--- src/rtl/sram_seq_pkg.sv ---
package sram_seq_pkg;

  localparam int unsigned DATA_W = 16;
  localparam int unsigned LANES  = DATA_W / 8;

  typedef enum logic [2:0] {
    ST_IDLE,
    ST_RD,
    ST_WGAP,
    ST_WPULSE,
    ST_WREC
  } seq_state_e;

  function automatic int unsigned max_u(input int unsigned a, input int unsigned b);
    return (a > b) ? a : b;
  endfunction

  // cycles the read strobes stay on: covers access time and cycle time
  function automatic int unsigned rd_hold(input int unsigned acc, input int unsigned cyc);
    return max_u(max_u(acc, cyc), 1);
  endfunction

  // cycles the write strobe stays low: data is driven for all of them
  function automatic int unsigned wr_hold(input int unsigned pulse, input int unsigned setup);
    return max_u(max_u(pulse, setup), 1);
  endfunction

  // idle cycles needed after the strobe to reach the write cycle time
  function automatic int unsigned wr_tail(input int unsigned cyc, input int unsigned hold);
    return (cyc > hold) ? (cyc - hold) : 0;
  endfunction

  function automatic int unsigned cnt_bits(input int unsigned n);
    int unsigned r;
    r = 1;
    while ((64'd1 << r) <= 64'(n)) r++;
    return r;
  endfunction

endpackage

--- src/rtl/sram_seq_fsm.sv ---
module sram_seq_fsm
  import sram_seq_pkg::*;
#(
  parameter int unsigned RD_LEN  = 5,
  parameter int unsigned WR_LEN  = 4,
  parameter int unsigned WR_TAIL = 1,
  parameter int unsigned TURN    = 2
) (
  input  logic clk,
  input  logic rst_n,
  input  logic req_valid,
  input  logic req_write,
  output logic req_ready,
  output logic accept,
  output logic phase_rd,
  output logic phase_wr,
  output logic rd_last
);

  localparam int unsigned CW = cnt_bits(max_u(max_u(RD_LEN, WR_LEN), WR_TAIL));
  localparam int unsigned TW = cnt_bits(TURN);
  localparam logic [CW-1:0] RD_LOAD   = CW'(RD_LEN - 1);
  localparam logic [CW-1:0] WR_LOAD   = CW'(WR_LEN - 1);
  localparam logic [CW-1:0] TAIL_LOAD = CW'((WR_TAIL > 0) ? WR_TAIL - 1 : 0);
  localparam logic [TW-1:0] TURN_LOAD = TW'(TURN);

  seq_state_e state_q, state_d;
  logic [CW-1:0] cnt_q, cnt_d;
  logic [TW-1:0] turn_q;
  logic          cnt_zero;
  logic          turn_ok;

  assign cnt_zero  = (cnt_q == '0);
  assign turn_ok   = (turn_q <= TW'(1));
  assign req_ready = (state_q == ST_IDLE);
  assign accept    = req_valid && req_ready;
  assign phase_rd  = (state_q == ST_RD);
  assign phase_wr  = (state_q == ST_WPULSE);
  assign rd_last   = phase_rd && cnt_zero;

  always_comb begin
    state_d = state_q;
    cnt_d   = cnt_q;
    unique case (state_q)
      ST_IDLE: begin
        if (accept) begin
          if (!req_write) begin
            state_d = ST_RD;
            cnt_d   = RD_LOAD;
          end else if (turn_ok) begin
            state_d = ST_WPULSE;
            cnt_d   = WR_LOAD;
          end else begin
            state_d = ST_WGAP;
          end
        end
      end
      ST_RD: begin
        if (cnt_zero) state_d = ST_IDLE;
        else          cnt_d   = cnt_q - 1'b1;
      end
      ST_WGAP: begin
        if (turn_ok) begin
          state_d = ST_WPULSE;
          cnt_d   = WR_LOAD;
        end
      end
      ST_WPULSE: begin
        if (cnt_zero) begin
          if (WR_TAIL != 0) begin
            state_d = ST_WREC;
            cnt_d   = TAIL_LOAD;
          end else begin
            state_d = ST_IDLE;
          end
        end else begin
          cnt_d = cnt_q - 1'b1;
        end
      end
      ST_WREC: begin
        if (cnt_zero) state_d = ST_IDLE;
        else          cnt_d   = cnt_q - 1'b1;
      end
      default: state_d = ST_IDLE;
    endcase
  end

  always_ff @(posedge clk) begin
    if (!rst_n) begin
      state_q <= ST_IDLE;
      cnt_q   <= '0;
      turn_q  <= '0;
    end else begin
      state_q <= state_d;
      cnt_q   <= cnt_d;
      if (rd_last)            turn_q <= TURN_LOAD;
      else if (turn_q != '0)  turn_q <= turn_q - 1'b1;
    end
  end

  // run-length counters seen only by the assertions below
  logic [CW:0] rd_run_q, wr_run_q;
  always_ff @(posedge clk) begin
    if (!rst_n) begin
      rd_run_q <= '0;
      wr_run_q <= '0;
    end else begin
      rd_run_q <= phase_rd ? rd_run_q + 1'b1 : '0;
      wr_run_q <= phase_wr ? wr_run_q + 1'b1 : '0;
    end
  end

  p_ready_drop_r9: assert property (@(posedge clk) disable iff (!rst_n)
    accept |=> !req_ready);
  p_rd_window_r2: assert property (@(posedge clk) disable iff (!rst_n)
    $fell(phase_rd) |-> (rd_run_q == (CW+1)'(RD_LEN)));
  p_wr_window_r4: assert property (@(posedge clk) disable iff (!rst_n)
    $fell(phase_wr) |-> (wr_run_q == (CW+1)'(WR_LEN)));
  p_phase_excl_r2: assert property (@(posedge clk) disable iff (!rst_n)
    !(phase_rd && phase_wr));

endmodule

--- src/rtl/sram_seq_pins.sv ---
module sram_seq_pins
  import sram_seq_pkg::*;
#(
  parameter int unsigned ADDR_W = 17,
  parameter int unsigned TURN   = 2
) (
  input  logic              clk,
  input  logic              rst_n,
  input  logic              accept,
  input  logic [ADDR_W-1:0] req_addr,
  input  logic [DATA_W-1:0] req_wdata,
  input  logic [LANES-1:0]  req_mask,
  input  logic              phase_rd,
  input  logic              phase_wr,
  input  logic              rd_last,
  output logic [ADDR_W-1:0] sram_addr,
  output logic              sram_ce1_n,
  output logic              sram_ce2,
  output logic              sram_we_n,
  output logic              sram_oe_n,
  output logic              sram_lb_n,
  output logic              sram_ub_n,
  output logic [DATA_W-1:0] sram_dq_out,
  output logic              sram_dq_oe,
  input  logic [DATA_W-1:0] sram_dq_in,
  output logic              rsp_valid,
  output logic [DATA_W-1:0] rsp_rdata
);

  localparam int unsigned TW = cnt_bits(TURN);

  logic [ADDR_W-1:0] addr_q;
  logic [DATA_W-1:0] wdata_q;
  logic [LANES-1:0]  mask_q;
  logic [DATA_W-1:0] lane_keep;
  logic              ce_on;

  for (genvar g = 0; g < LANES; g++) begin : g_lane
    assign lane_keep[g*8 +: 8] = {8{mask_q[g]}};
  end

  always_ff @(posedge clk) begin
    if (!rst_n) begin
      addr_q  <= '0;
      wdata_q <= '0;
      mask_q  <= '0;
    end else if (accept) begin
      addr_q  <= req_addr;
      wdata_q <= req_wdata;
      mask_q  <= req_mask;
    end
  end

  assign ce_on       = phase_rd || phase_wr;
  assign sram_addr   = addr_q;
  assign sram_ce1_n  = !ce_on;
  assign sram_ce2    = ce_on;
  assign sram_we_n   = !phase_wr;
  assign sram_oe_n   = !phase_rd;
  assign sram_lb_n   = !(ce_on && mask_q[0]);
  assign sram_ub_n   = !(ce_on && mask_q[1]);
  assign sram_dq_oe  = phase_wr;
  assign sram_dq_out = phase_wr ? wdata_q : '0;

  always_ff @(posedge clk) begin
    if (!rst_n) begin
      rsp_valid <= 1'b0;
      rsp_rdata <= '0;
    end else begin
      rsp_valid <= rd_last;
      if (rd_last) rsp_rdata <= sram_dq_in & lane_keep;
    end
  end

  // cycles since the RAM output enable last went high, saturating at TURN
  logic [TW-1:0] oe_off_q;
  always_ff @(posedge clk) begin
    if (!rst_n)                      oe_off_q <= TW'(TURN);
    else if (!sram_oe_n)             oe_off_q <= '0;
    else if (oe_off_q < TW'(TURN))   oe_off_q <= oe_off_q + 1'b1;
  end

  p_addr_quiet_r7: assert property (@(posedge clk) disable iff (!rst_n)
    !$stable(sram_addr) |-> ($past(sram_we_n) && $past(sram_ce1_n) && !$past(sram_ce2)));
  p_no_contention_r5: assert property (@(posedge clk) disable iff (!rst_n)
    sram_dq_oe |-> (sram_oe_n && !sram_we_n));
  p_release_r5: assert property (@(posedge clk) disable iff (!rst_n)
    $rose(sram_we_n) |-> !sram_dq_oe);
  p_read_we_high_r2: assert property (@(posedge clk) disable iff (!rst_n)
    !sram_oe_n |-> sram_we_n);
  p_turnaround_r8: assert property (@(posedge clk) disable iff (!rst_n)
    $rose(sram_dq_oe) |-> (oe_off_q >= TW'(TURN)));
  p_rsp_pulse_r3: assert property (@(posedge clk) disable iff (!rst_n)
    rsp_valid |=> !rsp_valid);
  p_lane_in_access_r6: assert property (@(posedge clk) disable iff (!rst_n)
    (!sram_lb_n || !sram_ub_n) |-> (!sram_ce1_n && sram_ce2));

endmodule

--- src/rtl/sram_seq_ctrl.sv ---
module sram_seq_ctrl
  import sram_seq_pkg::*;
#(
  parameter int unsigned ADDR_W     = 17,
  parameter int unsigned T_RD_ACC   = 4,
  parameter int unsigned T_RD_CYC   = 5,
  parameter int unsigned T_WR_PULSE = 4,
  parameter int unsigned T_WR_SETUP = 3,
  parameter int unsigned T_WR_CYC   = 5,
  parameter int unsigned T_TURN     = 2
) (
  input  logic              clk,
  input  logic              rst_n,
  input  logic              req_valid,
  output logic              req_ready,
  input  logic              req_write,
  input  logic [ADDR_W-1:0] req_addr,
  input  logic [15:0]       req_wdata,
  input  logic [1:0]        req_mask,
  output logic              rsp_valid,
  output logic [15:0]       rsp_rdata,
  output logic [ADDR_W-1:0] sram_addr,
  output logic              sram_ce1_n,
  output logic              sram_ce2,
  output logic              sram_we_n,
  output logic              sram_oe_n,
  output logic              sram_lb_n,
  output logic              sram_ub_n,
  output logic [15:0]       sram_dq_out,
  output logic              sram_dq_oe,
  input  logic [15:0]       sram_dq_in
);

  localparam int unsigned RD_LEN  = rd_hold(T_RD_ACC, T_RD_CYC);
  localparam int unsigned WR_LEN  = wr_hold(T_WR_PULSE, T_WR_SETUP);
  localparam int unsigned WR_TAIL = wr_tail(T_WR_CYC, WR_LEN);

  logic accept, phase_rd, phase_wr, rd_last;

  sram_seq_fsm #(
    .RD_LEN (RD_LEN),
    .WR_LEN (WR_LEN),
    .WR_TAIL(WR_TAIL),
    .TURN   (T_TURN)
  ) u_fsm (
    .clk      (clk),
    .rst_n    (rst_n),
    .req_valid(req_valid),
    .req_write(req_write),
    .req_ready(req_ready),
    .accept   (accept),
    .phase_rd (phase_rd),
    .phase_wr (phase_wr),
    .rd_last  (rd_last)
  );

  sram_seq_pins #(
    .ADDR_W(ADDR_W),
    .TURN  (T_TURN)
  ) u_pins (
    .clk        (clk),
    .rst_n      (rst_n),
    .accept     (accept),
    .req_addr   (req_addr),
    .req_wdata  (req_wdata),
    .req_mask   (req_mask),
    .phase_rd   (phase_rd),
    .phase_wr   (phase_wr),
    .rd_last    (rd_last),
    .sram_addr  (sram_addr),
    .sram_ce1_n (sram_ce1_n),
    .sram_ce2   (sram_ce2),
    .sram_we_n  (sram_we_n),
    .sram_oe_n  (sram_oe_n),
    .sram_lb_n  (sram_lb_n),
    .sram_ub_n  (sram_ub_n),
    .sram_dq_out(sram_dq_out),
    .sram_dq_oe (sram_dq_oe),
    .sram_dq_in (sram_dq_in),
    .rsp_valid  (rsp_valid),
    .rsp_rdata  (rsp_rdata)
  );

endmodule

--- config.mk ---
export PLATFORM = sky130hd
export DESIGN_NAME = sram_seq_ctrl
export DESIGN_NICKNAME = d
export VERILOG_FILES = /design/src/rtl/sram_seq_pkg.sv /design/src/rtl/sram_seq_fsm.sv /design/src/rtl/sram_seq_pins.sv /design/src/rtl/sram_seq_ctrl.sv
export SDC_FILE = /design/constraint.sdc
export NUM_CORES = 1
export LEC_CHECK = 0
export ABC_AREA = 1
export CAP_MARGIN = 25
export CORE_MARGIN = 4
export CORE_UTILIZATION = 23
export DETAILED_ROUTE_END_ITERATION = 8
export DONT_BUFFER_PORTS = 1
export PLACE_DENSITY = 0.36
export SLEW_MARGIN = 20
export SYNTH_ARGS = -nofsm -noshare
export SYNTH_HDL_FRONTEND = slang
export SYNTH_SLANG_ARGS = --single-unit
export TNS_END_PERCENT = 1
--- constraint.sdc ---
create_clock -name clk -period 1.6 [get_ports clk]
set_input_delay 0.24 -clock clk [delete_from_list [all_inputs] [get_ports clk]]
set_output_delay 0.24 -clock clk [all_outputs]
set_load 0.02 [all_outputs]
==> run summary, run 1 <==
status - finished clean
Setup WS pre-CTS - 0.0459 ns
placed cells - 475
WP data required - 1.36 ns
Starting DRT DRC Count - 162
most frequent cells in the layout - nand2_1, dfxtp_1, nand3_1, a21oi_1, inv_1
Initial Utilization - 23.6%
mapped cell area - 2440 um2
GPL Wtd Cong - 0.819
worst vdd ir - 0.000462 V
via count - 2242
hold buffer count at CTS - 0
ANT nets after route - 0
first-pass GRT wire length - 11700 um
Die W - 111 um
DRT Pass-1 Iters - 4
Worst Setup SP - u_fsm.state_q[2]$_SDFFE_PN0P_
All-Layer GR Usage - 11.9%
Num CTS Buffers - 9
Die Y-Extent - 111 um
fin. max-slew vios - 0
clock-pin slew on the worst setup and hold paths - 0.07 ns
headroom to the max-slew limit - 77.0%
P&R area growth vs syn - 34.4%
# IOs - 113
clk buf depth - 2
clock skew - 0.00843 ns
die area - 12300 um2
Final Non-Filler Cells - 499
wire length per cell - 14.7 um
met3 usage - 4.75%
Sinks on Clock Net - 60
Syn Nets - 392
worst-path fanout max - 4
mean post-synth cell area - 7.28 um2
Worst Setup Slack, final - 0.0427 ns
Cell Rows - 37
RSZ-0062 raised after global routing - yes
CTS tree - done
Clock Latency Late Sink - 0.33 ns
largest net degree at the start of global routing - 39
crit path kind - register to primary output
most common cell after layout, fill and taps aside - nand2_1
met2 Use GR - 19.7%
vias in the first global route - 2207
htree depth - 3
synthesized netlist cell count - 335
Final nets - 415
Slew @ Worst Pin - 0.343 ns
final setup fails - 0
Worst Path Arrival - 1.32 ns
gr busiest metal - met2
GR Overflow Total - 0
Pleak - 1.30 nW
Tmin final - 1.56 ns
Synth warnings - 0
register bit total from synthesis - 60
startpoint types - register
Hold Startpoint - sram_dq_in[14]
Achievable Freq - 642 MHz
Post-DP HPWL - 5060 um
Crit. End Element - primary output
Via-to-Cell Ratio - 4.49
Seq/Total Area, Yosys - 49.3%
number of antenna violations at the first check in global routing - 0
RR Startpoint - u_fsm.cnt_q[1]$_SDFFE_PN0P_
routed wire length - 7360 um
Remaining DRCs - 0
Power Dens Cells - 1920 nW/um2
number of diodes - 0
Hold Crit Class - input port to register
Tcrit/Tclk final - 97.3%
core region area - 10300 um2
GR Util met1 - 13.8%
Fin. Hold Viols - 0
Max Cap Viol - 0
port buffer count - 0
clock root buffer - clkbuf_8
Synth cell types - 20
share of layout cells above drive strength 1 - 23.4%
## registers in the layout, indices dropped and copies added (netlist names)
name / count
u_pins.sram_addr: 17
u_fsm.turn_q: 2
u_fsm.cnt_q: 3
u_pins.wdata_q: 16
u_pins.rsp_rdata: 16
u_pins.mask_q: 2
u_pins.rsp_valid: 1
u_fsm.state_q: 3
## what timing repair did
item	in CTS	in global routing
gates cloned	2	0
setup buffers	5	1
gates resized for setup	29	10
endpoints found under the setup margin	17	25
pin swaps	3	2
## cell type report
class | count | area (um2)
clock inverter | 6 | 135
clock buffer | 10 | 138
multi-input combinational | 224 | 1190
timing repair buffer | 30 | 289
sequential | 60 | 1210
tap | 136 | 170
timing repair inverter | 2 | 22.5
fill | 1153 | 7050
inverter | 31 | 124
## worst paths after layout
kind,cells after the start,to,slack (ns)
worst max-delay path,7,sram_dq_out[8],0.04
worst min-delay path,2,u_pins.rsp_rdata[14]$_SDFFE_PN0P_,0.04
worst max register to register,11,u_fsm.state_q[0]$_SDFFE_PN0P_,0.11
worst min register to register,1,u_fsm.turn_q[0]$_SDFFE_PP0P_,0.41
## logic make-up (layout without fill, tap and decap cells)
family / count (synthesis) / after routing / synth area share (%)
simple gates: 156 / 156 / 27.6
compound gates: 65 / 65 / 13.6
flops: 60 / 60 / 49.3
buf+inv: 51 / 79 / 8.21
fa+ha+maj: 2 / 2 / 1.03
xor+xnor: 1 / 1 / 0.359
## critical path, stage by stage, from the launching register on
cell	delay, ns
dfxtp_4	0.35
inv_2	0.06
nand2_2	0.06
nor2_4	0.11
buf_12	0.15
inv_8	0.05
nor2_4	0.09
buf_6	0.11
## metrics by stage
| step | instance area (um2) | setup TNS [ns] | hold WS [ns] | utilization (%) | power (mW) |
|---|---|---|---|---|---|
| finish | 3280 | 0 | 0.0404 | 31.7 | 6.29 |
| global route | 3280 | -0.383 | 0.00791 | 31.7 | 6.79 |
| detailed placement | 2810 | 0 | 0.380 | 27.2 | 4.28 |
| floorplan | 2520 | 0 | 0.374 | - | 3.63 |
| global placement | 2810 | 0 | 0.379 | 27.2 | 4.27 |
| CTS | 3240 | -0.191 | 0.00596 | 31.4 | 6.34 |
## Yosys cell counts (all sizes together)
cell type | count | area, um2
a21oi | 43 | 215
buf | 5 | 27.5
clkbuf | 15 | 56.3
dfxtp | 60 | 1200
ha | 2 | 25.0
inv | 31 | 116
nand2 | 68 | 258
nand3 | 55 | 275
nor2 | 31 | 129
nor3 | 2 | 10.0
o21ai | 21 | 109
o31ai | 1 | 7.51
xor2 | 1 | 8.76
## power breakdown
group / internal (mW) / leakage (nW) / switching (mW)
logic: 0.817 / 0.682 / 1.49
clock network: 1.23 / 0.129 / 0.620
registers: 1.83 / 0.492 / 0.302
total: 3.88 / 1.30 / 2.42
## per-layer routing
| layer | part of all wire (%) | vias to the layer above | routed length [um] |
|---|---|---|---|
| met4 | 1.1 | 0 | 83 |
| met3 | 6.0 | 6 | 440 |
| met1 | 44 | 1042 | 3210 |
| li1 | - | 1139 | - |
| met2 | 49 | 55 | 3630 |
| met5 | 0 | - | 0 |
(Power assumes the default switching activity.)
==> inputs of run 2 (changes only) <==
DONT_BUFFER_PORTS = unset   (was 1)
PLACE_DENSITY = 0.5   (was 0.36)
==> run summary, run 2 (same netlist as run 1, synthesis figures left out) <==
Final Non-Filler Cells - 607
Remaining DRCs - 0
WP data required - 1.36 ns
RSZ-0062 raised after global routing - yes
slowest cell delay on critical path - 0.61 ns
placed cells - 591
Die Y-Extent - 111 um
Via-to-Cell Ratio - 4.32
headroom to the max-slew limit - 82.4%
share of layout cells above drive strength 1 - 20.6%
crit path kind - register to primary output
Top Family by Delay on Critical Path - buffers and inverters
GR Overflow Total - 0
htree depth - 3
Setup WS pre-CTS - -0.0801 ns
Pleak - 1.89 nW
most frequent cells in the layout - clkdlybuf4s50_1, nand2_1, dfxtp_1, nand3_1, a21oi_1
Clock Latency Late Sink - 0.34 ns
Num CTS Buffers - 9
clock-pin slew on the worst setup and hold paths - 0.08 ns
Worst Path Arrival - 1.30 ns
RR Startpoint - u_fsm.state_q[0]$_SDFFE_PN0P_
Max Cap Viol - 0
port buffer count - 112
FILL cells - 1071
worst-path fanout max - 2
first-pass GRT wire length - 12500 um
wire length per cell - 12.4 um
r2r setup slk - 0.15 ns
DRT Pass-1 Iters - 4
critical path depth - 1
Power Dens Cells - 1460 nW/um2
fin. max-slew vios - 0
routed wire length - 7500 um
number of antenna violations at the first check in global routing - 0
Worst Setup SP - u_pins.rsp_rdata[9]$_SDFFE_PN0P_
Initial Utilization - 23.6%
clock skew - 0.00878 ns
Cell Rows - 37
All-Layer GR Usage - 12.4%
Slowest cell on crit path - clkdlybuf4s50_1
most common cell after layout, fill and taps aside - clkdlybuf4s50_1
worst vdd ir - 0.000781 V
setup bufs post-CTS - 0
Starting DRT DRC Count - 105
clk buf depth - 2
via count - 2620
Sinks on Clock Net - 60
Tmin final - 1.54 ns
core region area - 10300 um2
hold slack - 0.415 ns
Worst Setup Slack, final - 0.0567 ns
status - finished clean
number of diodes - 0
GPL Wtd Cong - 0.769
P&R area growth vs syn - 72.1%
Fin. Hold Viols - 0
die area - 12300 um2
cells along the critical path - clkdlybuf4s50_1
Tcrit/Tclk final - 96.5%
ANT nets after route - 0
Die W - 111 um
Hold Crit Class - register to register
Critical R2R Capture - u_pins.wdata_q[14]$_SDFFE_PN0P_
final setup fails - 0
Slew @ Worst Pin - 0.263 ns
CTS tree - done
Crit. End Element - primary output
vias in the first global route - 2606
clock root buffer - clkbuf_8
R2R cell count - 8
Post-DP HPWL - 5560 um
max FFs per register - 17
worst path bufs/invs - 1
Final nets - 523
largest net degree at the start of global routing - 30
worst setup path end - rsp_rdata[9]
Hold Startpoint - u_fsm.turn_q[0]$_SDFFE_PP0P_
startpoint types - register
# IOs - 113
Achievable Freq - 648 MHz
## run 2: layer usage
layer / global-route usage [%] / vias to the layer above / part of all wire [%]
li1: - / 1346 / -
met1: 15.4 / 1181 / 46
met2: 18.7 / 83 / 45
met3: 6.39 / 10 / 8.1
met4: 3.78 / 0 / 1.4
met5: 0 / - / 0
## run 2: worst reg2reg max path, stage by stage, from the launching register on
cell and delay [ns]:
dfxtp_2 0.34, buf_4 0.15, nor3_2 0.16, buf_4 0.15
buf_4 0.11, nand2_2 0.08, buf_12 0.18, o21ai_1 0.14
a21oi_1 0.05
## run 2: through the flow
stage / total power, mW / utilization, % / setup TNS (ns) / cell area, um2
after global placement: 4.92 / 38.6 / -0.516 / 3990
after global routing: 6.63 / 40.7 / -0.117 / 4200
after floorplan: 3.63 / - / 0 / 2520
after CTS: 6.18 / 39.5 / -0.220 / 4080
after detailed placement: 4.93 / 38.6 / -0.728 / 3990
final: 6.12 / 40.7 / 0 / 4200
## run 2: power by group
part / switching, mW / internal (mW) / leakage (nW)
Sequential: 0.128 / 1.81 / 0.491
Combinational: 1.68 / 1.23 / 1.31
Clock: 0.626 / 0.646 / 0.0876
Total: 2.43 / 3.69 / 1.89
## run 2: layout make-up
cell class,instances,area (um2),share of cell area [%]
clock buffer,11,151,3.61
clock inverter,5,36.3,0.864
inverter,31,116,2.77
multi-input combinational,224,1140,27.2
sequential,60,1200,28.7
tap,136,170,4.05
timing repair buffer,140,1380,32.8
## run 2: how the worst min path moves through the flow
stage | depth (start not counted) | slack, ns | end
2_1_floorplan | 2 | 0.37 | u_pins.rsp_rdata[0]$_SDFFE_PN0P_
3_3_place_gp | 1 | 0.40 | u_fsm.turn_q[0]$_SDFFE_PP0P_
3_5_place_dp | 1 | 0.40 | u_fsm.turn_q[0]$_SDFFE_PP0P_
4_1_cts | 1 | 0.42 | u_fsm.turn_q[0]$_SDFFE_PP0P_
5_1_grt | 1 | 0.44 | u_fsm.turn_q[0]$_SDFFE_PP0P_
6_report | 1 | 0.42 | u_fsm.turn_q[0]$_SDFFE_PP0P_
## run 2: repair_timing
item,4_1_cts,5_1_grt
gates resized for setup,86,55
hold buffers,0,0
endpoints found under the setup margin,24,50
cloned,0,0
